$ cat src/rtl/vxs_pkg.sv
package vxs_pkg;

    localparam int ARCH_FP_REGS   = 64;
    localparam int VREG_W         = 7;
    localparam int VD_W           = 5;
    localparam int GPR_W          = 4;
    localparam int CNT_W          = 3;
    localparam int SZ_W           = 2;
    localparam int ALN_W          = 2;
    localparam int STR_W          = 2;
    localparam int OFF_W          = 5;
    localparam int IMM_W          = 6;
    localparam int IDX_W          = 3;
    localparam int TAIL_BEAT_OFS  = 16;
    localparam int MAX_REGS       = 4;

    typedef enum logic [1:0] {
        UK_MEM  = 2'd0,
        UK_WB   = 2'd1,
        UK_SHUF = 2'd2
    } uop_kind_e;

    // command fields retained while a transfer is being expanded
    typedef struct packed {
        logic              store;
        logic [CNT_W-1:0]  nregs;
        logic [SZ_W-1:0]   esize;
        logic [GPR_W-1:0]  base;
        logic [VD_W-1:0]   vd;
        logic [STR_W-1:0]  stride;
        logic [ALN_W-1:0]  align;
        logic [GPR_W-1:0]  postinc;
    } xfer_cmd_t;

    typedef struct packed {
        logic [1:0]       n_mem;
        logic             wb;
        logic             wb_imm;
        logic [1:0]       n_shuf;
        logic             interleave;
        logic [IDX_W-1:0] total;
    } xfer_plan_t;

    typedef struct packed {
        uop_kind_e         kind;
        logic              last;
        logic              delayed;
        logic [VREG_W-1:0] dst;
        logic [VREG_W-1:0] src;
        logic [OFF_W-1:0]  offset;
        logic              align_en;
        logic [ALN_W-1:0]  align;
        logic [SZ_W-1:0]   esize;
        logic [GPR_W-1:0]  base;
        logic              use_imm;
        logic [IMM_W-1:0]  imm;
        logic [GPR_W-1:0]  incr_reg;
        logic [STR_W:0]    stride;
    } uop_t;

    function automatic logic shape_ok(input logic [CNT_W-1:0] nregs,
                                      input logic [CNT_W-1:0] elems);
        logic ok;
        case (elems)
            3'd1:    ok = (nregs != '0) && (nregs <= CNT_W'(MAX_REGS));
            3'd2:    ok = (nregs == 3'd2) || (nregs == 3'd4);
            3'd3:    ok = (nregs == 3'd3);
            3'd4:    ok = (nregs == 3'd4);
            default: ok = 1'b0;
        endcase
        return ok;
    endfunction

    function automatic logic [1:0] shuffle_count(input logic [CNT_W-1:0] nregs,
                                                 input logic [CNT_W-1:0] elems);
        if (elems == 3'd2 && nregs == 3'd4) return 2'd2;
        if (elems > 3'd1)                   return 2'd1;
        return 2'd0;
    endfunction

endpackage

$ cat src/rtl/vxs_decode.sv
module vxs_decode
    import vxs_pkg::*;
#(
    parameter int NO_WB_SEL  = 15,
    parameter int IMM_WB_SEL = 13
) (
    input  logic [CNT_W-1:0] nregs,
    input  logic [CNT_W-1:0] elems,
    input  logic [GPR_W-1:0] postinc,
    output logic             legal,
    output xfer_plan_t       plan
);
    always_comb begin
        legal           = shape_ok(nregs, elems);
        plan.n_mem      = (nregs > 3'd2) ? 2'd2 : 2'd1;
        plan.wb         = (postinc != GPR_W'(NO_WB_SEL));
        plan.wb_imm     = (postinc == GPR_W'(IMM_WB_SEL));
        plan.n_shuf     = shuffle_count(nregs, elems);
        plan.interleave = (elems > 3'd1);
        plan.total      = IDX_W'(plan.n_mem) + IDX_W'(plan.wb) + IDX_W'(plan.n_shuf);
    end
endmodule

$ cat src/rtl/vxs_slot_map.sv
module vxs_slot_map
    import vxs_pkg::*;
(
    input  logic             store,
    input  logic [1:0]       n_mem,
    input  logic             wb,
    input  logic [1:0]       n_shuf,
    input  logic [IDX_W-1:0] idx,
    output uop_kind_e        kind,
    output logic             sub
);
    logic [IDX_W-1:0] mem_n, wb_n, shuf_n, rel;

    always_comb begin
        mem_n  = IDX_W'(n_mem);
        wb_n   = IDX_W'(wb);
        shuf_n = IDX_W'(n_shuf);
        rel    = '0;
        kind   = UK_MEM;
        if (store) begin
            // shuffles, memory beats, writeback
            if (idx < shuf_n) begin
                kind = UK_SHUF;
                rel  = idx;
            end else if (idx < shuf_n + mem_n) begin
                kind = UK_MEM;
                rel  = idx - shuf_n;
            end else begin
                kind = UK_WB;
            end
        end else begin
            // memory beats, writeback, shuffles
            if (idx < mem_n) begin
                kind = UK_MEM;
                rel  = idx;
            end else if (wb && idx == mem_n) begin
                kind = UK_WB;
            end else begin
                kind = UK_SHUF;
                rel  = idx - mem_n - wb_n;
            end
        end
        sub = rel[0];
    end
endmodule

$ cat src/rtl/vxs_uop_build.sv
module vxs_uop_build
    import vxs_pkg::*;
#(
    parameter int NUM_FP = ARCH_FP_REGS
) (
    input  logic              store,
    input  logic [CNT_W-1:0]  nregs,
    input  logic [SZ_W-1:0]   esize,
    input  logic [GPR_W-1:0]  base,
    input  logic [VD_W-1:0]   vd,
    input  logic [STR_W-1:0]  stride,
    input  logic [ALN_W-1:0]  align,
    input  logic [GPR_W-1:0]  postinc,
    input  logic              interleave,
    input  logic              wb_imm,
    input  uop_kind_e         kind,
    input  logic              sub,
    input  logic              last,
    output uop_t              uop
);
    localparam logic [VREG_W-1:0] SCRATCH = VREG_W'(NUM_FP);

    logic [VREG_W-1:0] vreg_pair, scratch_pair, beat_reg;

    always_comb begin
        vreg_pair    = VREG_W'({vd, 1'b0}) + VREG_W'({sub, 1'b0});
        scratch_pair = SCRATCH + VREG_W'({sub, 2'b00});
        beat_reg     = (interleave ? SCRATCH : VREG_W'({vd, 1'b0})) + VREG_W'({sub, 2'b00});

        uop          = '0;
        uop.kind     = kind;
        uop.last     = last;
        uop.delayed  = !last;
        uop.esize    = esize;
        uop.base     = base;
        case (kind)
            UK_MEM: begin
                uop.dst      = beat_reg;
                uop.offset   = sub ? OFF_W'(TAIL_BEAT_OFS) : '0;
                uop.align_en = !sub;
                uop.align    = sub ? '0 : align;
            end
            UK_WB: begin
                uop.use_imm  = wb_imm;
                uop.imm      = wb_imm ? IMM_W'({nregs, 3'b000}) : '0;
                uop.incr_reg = wb_imm ? '0 : postinc;
            end
            default: begin
                uop.dst    = store ? scratch_pair : vreg_pair;
                uop.src    = store ? vreg_pair : scratch_pair;
                uop.stride = {stride, 1'b0};
            end
        endcase
    end
endmodule

$ cat src/rtl/vxs_seq.sv
module vxs_seq
    import vxs_pkg::*;
#(
    parameter int NUM_FP     = ARCH_FP_REGS,
    parameter int NO_WB_SEL  = 15,
    parameter int IMM_WB_SEL = 13
) (
    input  logic        clk,
    input  logic        rst,
    input  logic        in_valid,
    output logic        in_ready,
    input  logic        in_store,
    input  logic [2:0]  in_nregs,
    input  logic [2:0]  in_elems,
    input  logic [1:0]  in_esize,
    input  logic [3:0]  in_base,
    input  logic [4:0]  in_vd,
    input  logic [1:0]  in_stride,
    input  logic [1:0]  in_align,
    input  logic [3:0]  in_postinc,
    output logic        illegal,
    output logic        uop_valid,
    input  logic        uop_ready,
    output logic [1:0]  uop_kind,
    output logic        uop_last,
    output logic        uop_delayed,
    output logic [6:0]  uop_dst,
    output logic [6:0]  uop_src,
    output logic [4:0]  uop_offset,
    output logic        uop_align_en,
    output logic [1:0]  uop_align,
    output logic [1:0]  uop_esize,
    output logic [3:0]  uop_base,
    output logic        uop_use_imm,
    output logic [5:0]  uop_imm,
    output logic [3:0]  uop_incr_reg,
    output logic [2:0]  uop_stride
);
    xfer_cmd_t        cmd_d, cmd_q;
    xfer_plan_t       plan_d, plan_q;
    logic             legal_d;
    logic             busy_q, illegal_q;
    logic [IDX_W-1:0] idx_q;
    logic             accept, at_last, sub;
    uop_kind_e        kind;
    uop_t             uop;

    always_comb begin
        cmd_d.store   = in_store;
        cmd_d.nregs   = in_nregs;
        cmd_d.esize   = in_esize;
        cmd_d.base    = in_base;
        cmd_d.vd      = in_vd;
        cmd_d.stride  = in_stride;
        cmd_d.align   = in_align;
        cmd_d.postinc = in_postinc;
    end

    vxs_decode #(
        .NO_WB_SEL  (NO_WB_SEL),
        .IMM_WB_SEL (IMM_WB_SEL)
    ) i_decode (
        .nregs   (in_nregs),
        .elems   (in_elems),
        .postinc (in_postinc),
        .legal   (legal_d),
        .plan    (plan_d)
    );

    assign in_ready = !busy_q;
    assign accept   = in_valid && in_ready;
    assign at_last  = (idx_q == plan_q.total - IDX_W'(1));

    always_ff @(posedge clk) begin
        if (rst) begin
            busy_q    <= 1'b0;
            illegal_q <= 1'b0;
            idx_q     <= '0;
            cmd_q     <= '0;
            plan_q    <= '0;
        end else begin
            illegal_q <= accept && !legal_d;
            if (accept && legal_d) begin
                busy_q <= 1'b1;
                idx_q  <= '0;
                cmd_q  <= cmd_d;
                plan_q <= plan_d;
            end else if (busy_q && uop_ready) begin
                if (at_last) begin
                    busy_q <= 1'b0;
                    idx_q  <= '0;
                end else begin
                    idx_q  <= idx_q + IDX_W'(1);
                end
            end
        end
    end

    vxs_slot_map i_slot_map (
        .store  (cmd_q.store),
        .n_mem  (plan_q.n_mem),
        .wb     (plan_q.wb),
        .n_shuf (plan_q.n_shuf),
        .idx    (idx_q),
        .kind   (kind),
        .sub    (sub)
    );

    vxs_uop_build #(
        .NUM_FP (NUM_FP)
    ) i_uop_build (
        .store      (cmd_q.store),
        .nregs      (cmd_q.nregs),
        .esize      (cmd_q.esize),
        .base       (cmd_q.base),
        .vd         (cmd_q.vd),
        .stride     (cmd_q.stride),
        .align      (cmd_q.align),
        .postinc    (cmd_q.postinc),
        .interleave (plan_q.interleave),
        .wb_imm     (plan_q.wb_imm),
        .kind       (kind),
        .sub        (sub),
        .last       (at_last),
        .uop        (uop)
    );

    assign illegal      = illegal_q;
    assign uop_valid    = busy_q;
    assign uop_kind     = uop.kind;
    assign uop_last     = uop.last;
    assign uop_delayed  = uop.delayed;
    assign uop_dst      = uop.dst;
    assign uop_src      = uop.src;
    assign uop_offset   = uop.offset;
    assign uop_align_en = uop.align_en;
    assign uop_align    = uop.align;
    assign uop_esize    = uop.esize;
    assign uop_base     = uop.base;
    assign uop_use_imm  = uop.use_imm;
    assign uop_imm      = uop.imm;
    assign uop_incr_reg = uop.incr_reg;
    assign uop_stride   = uop.stride;
endmodule

$ cat config.mk
export PLATFORM = sky130hd
export DESIGN_NAME = vxs_seq
export DESIGN_NICKNAME = d
export VERILOG_FILES = /design/src/rtl/vxs_pkg.sv /design/src/rtl/vxs_decode.sv /design/src/rtl/vxs_slot_map.sv /design/src/rtl/vxs_uop_build.sv /design/src/rtl/vxs_seq.sv
export SDC_FILE = /design/constraint.sdc
export NUM_CORES = 1
export LEC_CHECK = 0
export BUFFER_PORTS_ARGS = -buffer_cell sky130_fd_sc_hd__buf_2
export CORE_MARGIN = 2
export CORE_UTILIZATION = 51
export DETAILED_ROUTE_END_ITERATION = 6
export GPL_TIMING_DRIVEN = 0
export PLACE_DENSITY = 0.9
export SYNTH_ARGS = -nofsm -noshare
export SYNTH_HDL_FRONTEND = slang
export SYNTH_HIERARCHICAL = 1
export SYNTH_SLANG_ARGS = --single-unit
export TNS_END_PERCENT = 100
$ cat constraint.sdc
create_clock -name clk -period 3.9 [get_ports clk]
set_clock_uncertainty 0.2 [all_clocks]
set_input_delay 0 -clock clk [delete_from_list [all_inputs] [get_ports clk]]
set_output_delay 0 -clock clk [all_outputs]
set_load 0.05 [all_outputs]
## Word level (Yosys, flattened, before mapping)

Cells that the tools add are included.

| word-level totals | value |
|---|---|
| register bits after elaboration | 38 |
| input port bits | 30 |
| word-level logic and storage cells | 100 |

| cells by class | value |
|---|---|
| magnitude comparators | 6 |
| $add $sub $neg | 11 |
| reductions and logical operators | 19 |
| mux-type cells | 35 |
| equal/unequal tests | 12 |

Operators by type and width:

| operator | count |
|---|---|
| 7-bit two-way mux | 4 |
| 2-bit two-way mux | 10 |
| 7-bit one-hot mux with 2 select lines | 1 |
| 3-bit by 2-bit equality test with 1-bit output (second input constant) | 4 |
| 1-bit two-way mux | 12 |
| 11-bit two-way mux | 1 |
| 8-bit two-way mux | 1 |
| 6-bit by 2-bit adder with 7-bit output | 1 |
| 7-bit by 3-bit adder with 7-bit output | 1 |
| 7-bit by 3-bit adder with 7-bit output (first input constant) | 1 |
| 1-bit logical AND | 7 |
| 3-bit equality test (second input constant) | 2 |
| 3-bit by 2-bit less-than comparator with 1-bit output | 2 |
| 3-bit two-way mux | 2 |
| 6-bit two-way mux | 1 |
| 5-bit two-way mux | 1 |
| 4-bit equality test (second input constant) | 1 |
| 1-bit zero test | 4 |
| 4-bit two-way mux | 1 |
| 4-bit inequality test (second input constant) | 1 |
| 1-bit one-hot mux with 4 select lines | 1 |
| 2-bit nonzero test | 2 |
| 2-bit OR reduction | 2 |
| 2-bit by 1-bit adder with 3-bit output | 1 |
| other kinds (17) | 19 |

## Longest topological paths before layout

| depth | value |
|---|---|
| depth in word-level cells | 8 |
| gate-level depth with buffers | 13 |
| gate-level depth less buffers | 13 |

## Hierarchy

The synthesis kept the hierarchy.

Modules (own cells, without submodules):

| module | seq. area each (µm²) | cells each | area an instance (µm²) | times used |
|---|---|---|---|---|
| vxs_seq | 760.7 | 178 | 1466.4 | 1 |
| vxs_uop_build | 0.0 | 81 | 579.3 | 1 |
| vxs_slot_map | 0.0 | 37 | 285.3 | 1 |
| vxs_decode | 0.0 | 25 | 172.7 | 1 |

## Worst setup path after synthesis

Ideal clock, no wire load.

| timing | value |
|---|---|
| path kind | register to output |
| from | register plan_q[8] (netlist bit) |
| to | output port uop_dst[6] |
| slack | 4 ps |
| required time | 3700 ps |
| cell stages (with the launch flop) | 13 |
| data arrival time | 3696 ps |
| buffers on the path | 0 |
| cells stage by stage | dfxtp_1 -> ha_1 -> inv_1 -> fa_1 -> ha_1 -> a21oi_2 -> o211ai_1 -> mux2_2 -> o2111ai_2 -> ha_1 -> ha_1 -> a31oi_1 -> o311ai_1 |

| on the way | value |
|---|---|
| word-level cells in the longest chain between the ends | 8 |
| elaborated cells between the ends (all ways) | 24 |
| classes of those cells | add/sub: 6; order compare: 2; eq/ne: 2; mux: 12; reduce/logical: 2 |

RTL lines:

| element | RTL line | source |
|---|---|---|
| start: declaration | vxs_seq.sv:40 | `xfer_plan_t plan_d, plan_q;` |
| start signal: assignment | vxs_seq.sv:87 | `plan_q <= plan_d;` |
| 2-bit by 2-bit adder with 3-bit output, or another cell as far along | vxs_slot_map.sv:25 | `end else if (idx < shuf_n + mem_n) begin` |
| 3-bit less-than comparator, or another cell as far along | vxs_slot_map.sv:25 |  |
| 1-bit two-way mux, on equally long branches | vxs_slot_map.sv:25, vxs_slot_map.sv:36 |  |
| 1-bit two-way mux, on equally long branches | vxs_slot_map.sv:22, vxs_slot_map.sv:33 |  |
| 1-bit two-way mux * | vxs_slot_map.sv:20 | `if (store) begin` |
| net sub | vxs_seq.sv:44 | `logic accept, at_last, sub;` |
| 7-bit by 3-bit adder with 7-bit output or 6-bit by 2-bit adder with 7-bit output (tied branches) | vxs_uop_build.sv:27, vxs_uop_build.sv:26 |  |
| 7-bit two-way mux | vxs_uop_build.sv:49 | `uop.dst = store ? scratch_pair : vreg_pair;` |
| 7-bit one-hot mux with 2 select lines * | vxs_uop_build.sv:36 | `case (kind)` |
| end: declaration | vxs_seq.sv:27 | `output logic [6:0] uop_dst,` |

Mark *: on every way through the listed nets, which the timed path passes. The rest lies on a longest branch.

## Worst setup path after layout

| timing | value |
|---|---|
| from | register plan_q[4] (netlist bit) |
| to | output port uop_dst[2] |

| on the way | value |
|---|---|
| word-level cells in the longest chain between the ends | 8 |
| elaborated cells between the ends (all ways) | 17 |
| classes of those cells | add/sub: 5; order compare: 2; eq/ne: 1; mux: 8; reduce/logical: 1 |

RTL lines:

| element | RTL line | source |
|---|---|---|
| 2-bit by 2-bit adder with 3-bit output | vxs_slot_map.sv:25 |  |
| 3-bit less-than comparator | vxs_slot_map.sv:25 |  |
| 1-bit two-way mux | vxs_slot_map.sv:25 |  |
| 1-bit two-way mux * | vxs_slot_map.sv:22 | `if (idx < shuf_n) begin` |
| 1-bit two-way mux * | vxs_slot_map.sv:20 |  |
| net sub | vxs_seq.sv:44 |  |
| 7-bit by 3-bit adder with 7-bit output or 6-bit by 2-bit adder with 7-bit output (tied branches) | vxs_uop_build.sv:27, vxs_uop_build.sv:26 |  |
| 7-bit two-way mux | vxs_uop_build.sv:49 |  |
| 7-bit one-hot mux with 2 select lines * | vxs_uop_build.sv:36 |  |

Marks and branches as above.

==> reports/qor.yml <==
placed_design:
  gp_congestion: 0.866
  place_ws_ps: 436
  dp_cells: 464
  detailed_place_hpwl_um: 4550
  io_buffers: 67
final_layout:
  seqCellArea_um2: 762
  num-fill-cells: 323
  multiInputGateArea_um2: 1500
  post-route-util: 0.717
  finalNetCount: 485
  antenna_cells: 0
  stdcell_count: 505
  syn_to_final_growth_pct: 35.3
  drive_above_1_share: 0.253
global_routing:
  grt_pass1_vias: 2534
  use_met1: 0.311
  grt_use_met2: 0.474
  use_met3: 0.0664
  antenna_found_initial: 0
  grt_pass1_wl_um: 11400
  grt_overflow: 0
  grt_max_degree: 13
  track_usage: 0.272
  grt.busiest_layer: "met2"
critical_path:
  path_class: "reg -> out"
  startpoint_type: "flop"
  r2r_cells: 6
  critPathRequiredTime_ps: 3700
  arrival_ps: 3520
  crit_family: "adder cells"
  crit_buf_inv: 2
  r2r-end: "uop_valid"
  cp_slowest_stage_delay_ps: 370
  critPathMaxFanout: 6
  reg2reg_slack_ps: 1560
  worstReg2RegStart: "plan_q[0]"
  cpMaxStageDelayCell: "dfxtp_1"
  crit_path_frequent_cell: "ha_1"
  cp-end-kind: "output pin"
  path_cells: "ha_1 -> inv_1 -> fa_1 -> ha_1 -> a21oi_2 -> o211ai_1 -> mux2_2 -> o2111ai_4 -> ha_1 -> ha_1 -> mux2_2 -> nand2_1 -> o21ai_0 -> buf_2"
hold_path:
  holdPathEnd: "idx_q[2]"
  hold_depth: 3
  hold_path.startpoint: "rst"
  hold_class: "in -> reg"
yosys:
  synth_cell_types: 58
  synthAdderAreaFrac: 0.0940
  syn-mean-instance-area_um2: 7.80
  yosys_warnings: 6
  synth-compound-area-share: 0.158
  ys.flop_type: "dfxtp_1"
  yosys-top-cells-count: "75 x nand2_1, 38 x dfxtp_1, 35 x a21oi_1"
  async_flop_share: 0
  yosys.area.top_type_share: 0.304
  ys_ff_latch: 38
  synth_xor_area_frac: 0.0405
  synthMuxAreaShare: 0.0170
  yosysSeqAreaShare: 0.304
  yosys.area.top_type: "dfxtp_1"
  syn_area_um2: 2500
  synth.area.top_cells: "dfxtp_1 30%, nand2_1 11%, a21oi_1 7.0%"
  synth_top_family_by_area: "simple AND/OR/NAND/NOR gates"
  synthCells: 321
  synthSimpleGateAreaFrac: 0.268
  synth-edff-count: 0
  synth_most_common_cell: "nand2_1"
cts:
  cts.sinks: 38
  worstSkewPairLatency_ps: 290
  clockBufferDepth: 2
  h-tree-depth: 2
  clkTransAtPathRegs_ps: 70
  cts_tree: "done"
  root_buffer: "clkbuf_8"
  cts_buffers: 5
  post_cts_buffers: 0
timing:
  rsz0062_at_grt: "no"
  setup_viol: 0
  finalCriticalPeriod_ps: 3720
  maxSlewHeadroom: 0.558
  finalCritPeriodShare: 0.953
  fmax_mhz: 269
  fin_tns_setup_ps: 0
  hold_viol: 0
  tightest_slew_ps: 654
  slew_viol_final: 0
  fin_ws_ps: 183
power:
  power_density_nw_per_um2: 270
  vdd_drop_max_v: 0.000267
  leakagePower_nw: 1.51
floorplanning:
  initial_core_util: 0.530
  die_height_um: 74.1
  die_w_um: 74.1
  row_count: 25
  core_area_um2: 4720
  die_area_um2: 5490
  io_pins: 79
status:
  status: "finished clean"
routing:
  wirelength_um: 7220
  viasPerCell: 5.26
  drc_errors: 0
  drtIter0Drc: 176
  wl_per_cell_um: 14.3
  firstDrtPassIters: 5
  drt.antenna.violating_nets: 0
  vias: 2658
run:
  drv_cap: 0
repair_timing:
action | in CTS | in global routing
setup endpoints to repair | 0 | 6
resized for setup | 0 | 2
hold buffers | 34 | 0
endpoints found under the hold margin | 32 | 0
state kept, by name (all words and copies together) (netlist names):
register and cells:
uop_valid 1, plan_q 10, illegal 1, cmd_q 23
idx_q 3
worst max-delay path by stage:
stage          cells past startpoint          to      start  slack [ps]
5_1_grt                           14  uop_dst[5]  plan_q[4]           7
3_3_place_gp                      14  uop_dst[2]  plan_q[8]         500
6_report                          14  uop_dst[2]  plan_q[4]         180
2_1_floorplan                     12  uop_dst[6]  plan_q[8]           4
3_5_place_dp                      14  uop_dst[2]  plan_q[8]         440
4_1_cts                           14  uop_dst[2]  plan_q[8]         120
routing by layer:
layer / vias to the layer above / routed length, um / share of wire
li1: 1282 / - / -
met1: 1236 / 2910 / 0.40
met2: 112 / 3710 / 0.51
met3: 28 / 379 / 0.053
met4: 0 / 212 / 0.029
met5: - / 0 / 0
cell usage in the layout, fill, tap and decap left out, types with 2 or more instances in the layout:
master,count
a21oi_1,35
a22o_1,2
a22oi_1,2
a31oi_1,3
and2_1,11
and3b_1,2
buf_2,68
buf_4,20
clkbuf_1,10
clkbuf_8,5
clkinv_2,2
conb_1,10
dfxtp_1,37
dlygate4sd3_1,34
fa_1,3
ha_1,14
inv_1,22
mux2_2,2
mux2i_1,2
nand2_1,75
nand2b_1,5
nand3_1,8
nand3b_1,2
nor2_1,9
nor2b_1,5
nor3_2,2
nor3b_2,2
o21ai_0,3
o311ai_1,2
or2_1,2
xnor2_1,7
xor2_1,2
power breakdown:
group | internal (W) | switching, W | leakage (nW)
Clock | 0.000120 | 0.000144 | 0.0438
Sequential | 0.000399 | 0.0000109 | 0.308
Combinational | 0.0000907 | 0.000151 | 1.16
stage by stage:
stage | hold WS, ps | instance area (um2) | power [W]
floorplan | -91.3 | 2540 | 0.000574
global placement | 29.9 | 2960 | 0.000620
detailed placement | 36.2 | 2960 | 0.000626
CTS | 155 | 3380 | 0.000901
global route | 193 | 3390 | 0.000952
finish | 152 | 3390 | 0.000915
area by class of cell:
| type | instances | area share |
|---|---|---|
| clock inverter | 2 | 0.00295 |
| sequential | 38 | 0.225 |
| tap | 67 | 0.0247 |
| inverter | 22 | 0.0244 |
| timing repair buffer | 101 | 0.199 |
| buffer | 33 | 0.0617 |
| clock buffer | 5 | 0.0203 |
| multi-input combinational | 237 | 0.442 |
worst min-delay path, delay by kind of cell:
family	cells	cell delay, ps
and+or+nand+nor	1	260
AOI/OAI and AO/OA	1	140
buffers and inverters	1	210
kinds of logic after synthesis:
group	count (synthesis)
compound gates	61
xor+xnor	10
fa+ha+maj	17
buf+inv	55
flops	38
mux	4
other cells	1
simple gates	135
Power figures use the tool's default switching activity.
